--- src/rtl/lcdseq_pkg.sv ---
`timescale 1ns/1ps
package lcdseq_pkg;
    typedef enum logic [1:0] {
        SQ_IDLE  = 2'd0,
        SQ_PAL   = 2'd1,
        SQ_FRAME = 2'd2,
        SQ_HOLD  = 2'd3
    } sq_state_e;

    localparam logic [1:0] LM_PAL   = 2'd0;
    localparam logic [1:0] LM_FRAME = 2'd1;
    localparam logic [1:0] LM_BOTH  = 2'd2;

    localparam logic [3:0] BPP_CODE_8  = 4'd3;
    localparam logic [3:0] BPP_CODE_16 = 4'd4;
endpackage

--- src/rtl/lcdseq_pal_sizer.sv ---
`timescale 1ns/1ps
module lcdseq_pal_sizer #(
    parameter int PAL_DEPTH     = 256,
    parameter int SMALL_ENTRIES = 16,
    parameter int CNT_W         = 9
) (
    input  logic [3:0]       code,
    output logic [CNT_W-1:0] kept,
    output logic [CNT_W-1:0] words
);
    import lcdseq_pkg::*;

    localparam logic [CNT_W-1:0] FULL_N  = CNT_W'(PAL_DEPTH);
    localparam logic [CNT_W-1:0] HALF_N  = CNT_W'(PAL_DEPTH / 2);
    localparam logic [CNT_W-1:0] SMALL_N = CNT_W'(SMALL_ENTRIES);

    always_comb begin
        if (code == BPP_CODE_8)       kept = FULL_N;
        else if (code >= BPP_CODE_16) kept = SMALL_N;
        else                          kept = HALF_N;
        words = (kept >> 1) + CNT_W'(1);
    end
endmodule

--- src/rtl/lcdseq_pal_ram.sv ---
`timescale 1ns/1ps
module lcdseq_pal_ram #(
    parameter int DEPTH   = 256,
    parameter int COLOR_W = 12,
    parameter int AW      = $clog2(DEPTH)
) (
    input  logic               clk,
    input  logic               we_a,
    input  logic [AW-1:0]      addr_a,
    input  logic [COLOR_W-1:0] data_a,
    input  logic               we_b,
    input  logic [AW-1:0]      addr_b,
    input  logic [COLOR_W-1:0] data_b,
    input  logic [AW-1:0]      raddr,
    output logic [COLOR_W-1:0] rdata
);
    logic [COLOR_W-1:0] mem [DEPTH];

    always_ff @(posedge clk) begin
        if (we_a) mem[addr_a] <= data_a;
        if (we_b) mem[addr_b] <= data_b;
    end

    assign rdata = mem[raddr];
endmodule

--- src/rtl/lcdseq_unpack.sv ---
`timescale 1ns/1ps
module lcdseq_unpack #(
    parameter int WORD_W = 32,
    parameter int PIX_W  = 16,
    parameter int AW     = 8,
    parameter int SLOT_W = $clog2(WORD_W)
) (
    input  logic [WORD_W-1:0] word,
    input  logic [SLOT_W-1:0] slot,
    input  logic [3:0]        code,
    output logic [AW-1:0]     index,
    output logic [PIX_W-1:0]  raw,
    output logic              direct,
    output logic              last
);
    import lcdseq_pkg::*;

    localparam int PIX_LG = $clog2(PIX_W);
    localparam int LG_W   = $clog2(PIX_LG + 1);
    localparam logic [SLOT_W:0] PPW_MAX = (SLOT_W + 1)'(WORD_W);

    logic [LG_W-1:0]   lg;
    logic [SLOT_W-1:0] shamt;
    logic [5:0]        fw;
    logic [WORD_W-1:0] shifted;
    logic [WORD_W-1:0] fmask;
    logic [SLOT_W:0]   ppw;

    always_comb begin
        direct  = (code >= BPP_CODE_16);
        lg      = direct ? LG_W'(PIX_LG) : LG_W'(code[1:0]);
        shamt   = slot << lg;
        shifted = word >> shamt;
        fw      = 6'd1 << lg;
        fmask   = ~({WORD_W{1'b1}} << fw);
        index   = shifted[AW-1:0] & fmask[AW-1:0];
        raw     = shifted[PIX_W-1:0] & fmask[PIX_W-1:0];
        ppw     = PPW_MAX >> lg;
        last    = ({1'b0, slot} == (ppw - (SLOT_W + 1)'(1)));
    end
endmodule

--- src/rtl/lcd_load_seq.sv ---
`timescale 1ns/1ps
module lcd_load_seq #(
    parameter int WORD_W        = 32,
    parameter int PAL_DEPTH     = 256,
    parameter int COLOR_W       = 12,
    parameter int PIX_W         = 16,
    parameter int SMALL_ENTRIES = 16
) (
    input  logic              clk,
    input  logic              rst_n,
    input  logic              enable,
    input  logic [1:0]        load_mode,
    input  logic              pal_clr,
    input  logic [WORD_W-1:0] in_data,
    input  logic              in_valid,
    output logic              in_ready,
    input  logic              pix_ready,
    output logic              pix_valid,
    output logic [PIX_W-1:0]  pix_data,
    output logic              pal_loaded
);
    import lcdseq_pkg::*;

    localparam int AW     = $clog2(PAL_DEPTH);
    localparam int CNT_W  = AW + 1;
    localparam int SLOT_W = $clog2(WORD_W);
    localparam int HALF_W = WORD_W / 2;

    typedef struct packed {
        sq_state_e         state;
        logic [1:0]        mode;
        logic [3:0]        code;
        logic [CNT_W-1:0]  wcnt;
        logic              have_word;
        logic [WORD_W-1:0] word;
        logic [SLOT_W-1:0] slot;
        logic              pvalid;
        logic [PIX_W-1:0]  pdata;
        logic              loaded;
    } seq_t;

    seq_t r_d, r_q;

    logic [3:0]         sz_code;
    logic [CNT_W-1:0]   kept, words;
    logic [CNT_W-1:0]   lo_idx, hi_idx;
    logic               accept, out_free, adv;
    logic               we_lo, we_hi;
    logic [COLOR_W-1:0] rdata;
    logic [AW-1:0]      pix_index;
    logic [PIX_W-1:0]   pix_raw;
    logic               pix_direct, pix_last;

    assign sz_code = (r_q.wcnt == '0) ? in_data[HALF_W-1 -: 4] : r_q.code;

    lcdseq_pal_sizer #(
        .PAL_DEPTH(PAL_DEPTH), .SMALL_ENTRIES(SMALL_ENTRIES), .CNT_W(CNT_W)
    ) u_sizer (
        .code(sz_code), .kept(kept), .words(words)
    );

    lcdseq_unpack #(
        .WORD_W(WORD_W), .PIX_W(PIX_W), .AW(AW), .SLOT_W(SLOT_W)
    ) u_unpack (
        .word(r_q.word), .slot(r_q.slot), .code(r_q.code),
        .index(pix_index), .raw(pix_raw), .direct(pix_direct), .last(pix_last)
    );

    lcdseq_pal_ram #(
        .DEPTH(PAL_DEPTH), .COLOR_W(COLOR_W), .AW(AW)
    ) u_ram (
        .clk(clk),
        .we_a(we_lo), .addr_a(lo_idx[AW-1:0]), .data_a(in_data[COLOR_W-1:0]),
        .we_b(we_hi), .addr_b(hi_idx[AW-1:0]), .data_b(in_data[HALF_W+COLOR_W-1:HALF_W]),
        .raddr(pix_index), .rdata(rdata)
    );

    always_comb begin
        out_free = !r_q.pvalid || pix_ready;
        in_ready = enable && ((r_q.state == SQ_PAL) ||
                   (r_q.state == SQ_FRAME && !r_q.have_word && out_free));
        accept   = in_valid && in_ready;
        adv      = (r_q.state == SQ_FRAME) && r_q.have_word && out_free;
        lo_idx   = {r_q.wcnt[CNT_W-2:0], 1'b0};
        hi_idx   = {r_q.wcnt[CNT_W-2:0], 1'b1};
        we_lo    = (r_q.state == SQ_PAL) && accept && (lo_idx < kept);
        we_hi    = (r_q.state == SQ_PAL) && accept && (hi_idx < kept);

        r_d = r_q;
        if (r_q.pvalid && pix_ready) r_d.pvalid = 1'b0;
        if (r_q.loaded && pal_clr && r_q.mode == LM_PAL) r_d.loaded = 1'b0;

        case (r_q.state)
            SQ_IDLE: begin
                if (enable) begin
                    r_d.mode = load_mode;
                    r_d.wcnt = '0;
                    if (load_mode == LM_PAL || load_mode == LM_BOTH) r_d.state = SQ_PAL;
                    else if (load_mode == LM_FRAME)                  r_d.state = SQ_FRAME;
                end
            end
            SQ_PAL: begin
                if (accept) begin
                    if (r_q.wcnt == '0) r_d.code = in_data[HALF_W-1 -: 4];
                    r_d.wcnt = r_q.wcnt + CNT_W'(1);
                    if (r_q.wcnt == words - CNT_W'(1)) begin
                        r_d.loaded = 1'b1;
                        r_d.state  = (r_q.mode == LM_BOTH) ? SQ_FRAME : SQ_HOLD;
                    end
                end
            end
            SQ_FRAME: begin
                if (accept) begin
                    r_d.word      = in_data;
                    r_d.have_word = 1'b1;
                    r_d.slot      = '0;
                end
                if (adv) begin
                    r_d.pvalid = 1'b1;
                    r_d.pdata  = pix_direct ? pix_raw
                                            : {{(PIX_W-COLOR_W){1'b0}}, rdata};
                    if (pix_last) r_d.have_word = 1'b0;
                    else          r_d.slot = r_q.slot + SLOT_W'(1);
                end
            end
            default: ;
        endcase

        if (!enable) begin
            r_d.state     = SQ_IDLE;
            r_d.have_word = 1'b0;
            r_d.pvalid    = 1'b0;
            r_d.loaded    = 1'b0;
            r_d.wcnt      = '0;
        end
    end

    always_ff @(posedge clk) begin
        if (!rst_n) begin
            r_q           <= '0;
            r_q.state     <= SQ_IDLE;
            r_q.code      <= BPP_CODE_16;
        end else begin
            r_q <= r_d;
        end
    end

    assign pix_valid  = r_q.pvalid;
    assign pix_data   = r_q.pdata;
    assign pal_loaded = r_q.loaded;
endmodule

--- config.mk ---
export PLATFORM = sky130hd
export DESIGN_NAME = lcd_load_seq
export DESIGN_NICKNAME = d
export VERILOG_FILES = /design/src/rtl/lcdseq_pkg.sv /design/src/rtl/lcdseq_pal_sizer.sv /design/src/rtl/lcdseq_pal_ram.sv /design/src/rtl/lcdseq_unpack.sv /design/src/rtl/lcd_load_seq.sv
export SDC_FILE = /design/constraint.sdc
export NUM_CORES = 2
export LEC_CHECK = 0
export BUFFER_PORTS_ARGS = -buffer_cell sky130_fd_sc_hd__clkbuf_2
export CAP_MARGIN = 20
export CORE_UTILIZATION = 40
export CTS_CLUSTER_DIAMETER = 60
export CTS_CLUSTER_SIZE = 24
export DETAILED_ROUTE_END_ITERATION = 8
export PLACE_DENSITY_LB_ADDON = 0.08
export SETUP_SLACK_MARGIN = 0.15
export SLEW_MARGIN = 20
export SYNTH_ARGS = -nofsm -noshare
export SYNTH_HDL_FRONTEND = slang
export SYNTH_SLANG_ARGS = --single-unit
--- constraint.sdc ---
create_clock -name clk -period 5.1 [get_ports clk]
set_clock_uncertainty 0.05 [all_clocks]
set_input_delay 0.255 -clock clk [delete_from_list [all_inputs] [get_ports clk]]
set_output_delay 0.255 -clock clk [all_outputs]
set_load 0.01 [all_outputs]
==> results.yml <==
layout:
  design_area_um2: 152600
  post-route-util_pct: 48.36
  fillers: 27580
  layout.nets: 10220
  syn_to_final_growth_pct: 20.08
  final_layout_size_suffix_gt1_share_pct: 20.54
worst_setup_path:
  path_class: "register to register"
  endpoint_kind: "register"
  rrSetupSlack_ns: 0.20
  cp_data_required_time_ns: 5.85
  start_kind: "register"
  arrival_ns: 5.65
  crit_fanout: 14
sta:
  finalMaxSlewViolations: 0
  hold_viol_final: 0
  setup-violations-final: 0
  rsz0062_at_grt: "true"
  timing.fmax_mhz: 204.1
  fin_crit_ns: 4.901
  tightestPinTransition_ns: 1.061
  slew_headroom_pct: 27.47
  finalCritPeriodShare_pct: 96.09
  worst_slack_ns: 0.1993
detailed_routing:
  drt_first_pass_iters: 6
  drt-total-wl_um: 445100
  drc_errors: 0
  ant_nets: 0
  route.detailed.wl_per_inst_um: 30.59
  viasPerCell: 5.814
  dr.first_iter.drc_count: 9489
  vias: 84580
place:
  gp_congestion: 0.8791
  hpwl_um: 275000
  pre_cts_ws_ns: -1.145
  port_buffers: 58
  place_area_um2: 140300
pwr:
  p_clk_share_pct: 42.6
  p_per_area_nw_per_um2: 333.8
  p_sw_uw: 11160
  seq_power_share_pct: 55.6
  leakage_uw: 0.05281
  internal_power_uw: 39760
  finalPower_uw: 50920
  ir_worst_vdd_v: 0.0002443
  power.share.switching_pct: 21.93
  combPwrFrac_pct: 1.9
synth:
  synthDistinctLibCells: 90
  syn_avg_cell_area_um2: 13.69
  synth_warnings: 0
  synthArstFlopShare_pct: 0
  ys_seq_elements: 3145
  synth_nets: 9327
  synthFlopType: "edfxtp_1"
  netlist_instances: 9280
  synth_edf_count: 3072
  yosysSeqAreaShare_pct: 73.76
  syn-cell-area_um2: 127000
die:
  fp-row-count: 206
  dieHeight_um: 565.6
  die_w_um: 565.6
  pin_count: 59
  core_um2: 315500
  die_area_um2: 319900
  start_util_pct: 40.27
grt:
  grtUsageTotal_pct: 27.30
  gr-total-overflow: 0
  grt_pass1_wl_um: 621400
  grt_pass1_vias: 80680
  antenna_found_initial: 26
  grt_max_degree: 101
clocking:
  clock_latency_ns: 0.94
  cts_buffer_depth: 4
  clkSlewWorstSetupHoldPaths_ns: 0.08
  tritoncts: "built"
  cts_sinks: 3145
  root_buffer: "clkbuf_16"
  cts_buffers: 266
  h-tree-depth: 5
outcome:
  status: "finished clean"
flow_run:
  maxCapViolCount: 0
worst_hold_path:
  hp-class: "input port to register"
[kinds of logic after synthesis]
group,share of synthesized area (%)
xor gates and xnor gates,0.05516
muxes,3.437
AOI/OAI and AO/OA,5.649
adders and majority gates,0.06894
and+or+nand+nor,14.38
buffers and inverters,2.640
DFF,73.76
other,0.002952
[registers in the layout, indices dropped and copies added (netlist names)]
| register | cells |
|---|---|
| u_ram.mem | 3072 |
| r_q | 47 |
| pix_data | 16 |
| hi_idx | 8 |
| pal_loaded | 1 |
| pix_valid | 1 |
[worst max-delay path, cell delays in order, from the launching register on]
cell and delay, ns:
dfxtp_4 0.37, buf_8 0.13, or2b_4 0.29, buf_4 0.18, buf_4 0.16, a2111oi_4 0.38, a311oi_2 0.09, a211oi_2 0.32
or4_4 0.28, buf_16 0.19, buf_8 0.20, mux4_2 0.57, and3_4 0.21, a31oi_1 0.17, nand4_1 0.28, nor3_4 0.37
buf_4 0.18, o221a_4 0.23, a21oi_1 0.07
[power groups by stage]
stage	clock network [uW]	logic, uW	registers (uW)
finish	21700	945	28300
global route	22900	978	28300
CTS	22000	948	28300
detailed placement	0	907	28900
global placement	0	895	28900
floorplan	0	122	28900
[final timing paths]
| path | start | end | depth (start not counted) |
|---|---|---|---|
| worst min register to register | pix_data[3] | pix_data[3] | 1 |
| worst max-delay path | r_q[65] | pix_data[2] | 18 |
| worst max register to register | r_q[65] | pix_data[2] | 18 |
| worst min-delay path | in_data[14] | r_q[67] | 4 |
[stage by stage]
stage / TNS (ns) / cells / hold slack (ns)
final: 0 / 14550 / 0.1486
after global routing: 0 / 14540 / 0.1591
after CTS: 0 / 14500 / 0.1026
after detailed placement: -7.340 / 13930 / 0.4358
after global placement: -8.852 / 13930 / 0.4187
after floorplan: 0 / 9280 / 0.3039
[routing by layer]
metal	vias to the layer above	wire, um	global-route usage, %
met3	562	30210	3.606
met2	3310	208000	43.92
met5	-	23	0
met4	4	13430	7.497
met1	44030	193400	38.94
li1	36680	-	-
[layout by cell type, fill, tap and decap left out, types with 23 or more instances in the layout]
cell type	synthesis	final
nor2_2	3	135
a21boi_0	37	37
inv_6	0	40
o21ai_0	99	80
nand2_1	2515	2507
clkbuf_2	0	34
a22oi_1	65	55
nand3_1	1024	1015
a31oi_1	155	140
and3_1	254	251
a21oi_1	104	101
nor2_1	206	63
edfxtp_1	3072	3072
buf_6	14	59
dfxtp_1	73	68
nand4_1	40	40
dlygate4sd3_1	0	50
a32oi_1	57	53
buf_16	0	25
nor3_1	49	33
mux2i_1	154	146
inv_8	0	23
buf_4	94	899
mux4_2	121	121
a311oi_1	240	223
clkbuf_16	0	283
buf_12	0	172
[synth_stat cells (9+ instances only)]
cell | number | area [um2]
nor4_1 | 16 | 100.1
buf_2 | 326 | 1632
a211oi_1 | 30 | 225.2
a2111oi_0 | 17 | 148.9
mux4_2 | 121 | 2725
and3b_1 | 20 | 175.2
clkbuf_1 | 180 | 675.7
o211ai_1 | 17 | 127.6
nand3_1 | 1024 | 5125
nor2b_1 | 18 | 112.6
dfxtp_1 | 73 | 1461
mux2i_1 | 154 | 1541
buf_1 | 34 | 127.6
nor3_1 | 49 | 245.2
o21ai_0 | 99 | 495.5
nand4_1 | 40 | 250.2
a32oi_1 | 57 | 499.2
edfxtp_1 | 3072 | 92250
or3_1 | 11 | 68.82
a21o_1 | 11 | 82.58
a21boi_0 | 37 | 277.8
a211o_1 | 9 | 78.83
nand2_1 | 2515 | 9440
o22ai_1 | 29 | 181.4
inv_1 | 15 | 56.30
buf_6 | 14 | 157.7
a311oi_1 | 240 | 2102
a22oi_1 | 65 | 488.0
a21oi_1 | 104 | 520.5
a32o_1 | 11 | 110.1
and3_1 | 254 | 1589
buf_4 | 94 | 705.7
a31oi_1 | 155 | 969.7
a221oi_1 | 14 | 122.6
nor2_1 | 206 | 773.2
[layout make-up]
cell class,instances,area (um2),share of cell area (%)
diodes,7,17.52,0.01148
clock buffers,294,6963,4.564
clock inverters,186,2125,1.393
inverters,15,56.30,0.03691
multi-input cells,5472,31530,20.67
flip-flops and latches,3145,93720,61.43
well taps,4160,5205,3.412
repair buffers,1269,12940,8.480
[what timing repair did]
action                                   CTS  global route
setup buffers                             24            37
cloned                                    13             9
endpoints found under the hold margin   1308             0
hold buffers                              50             0
endpoints found under the setup margin    12           178
pin swaps                                 24            41
gates resized for setup                  134           168
Note: power is estimated with default switching activity, not from simulation.
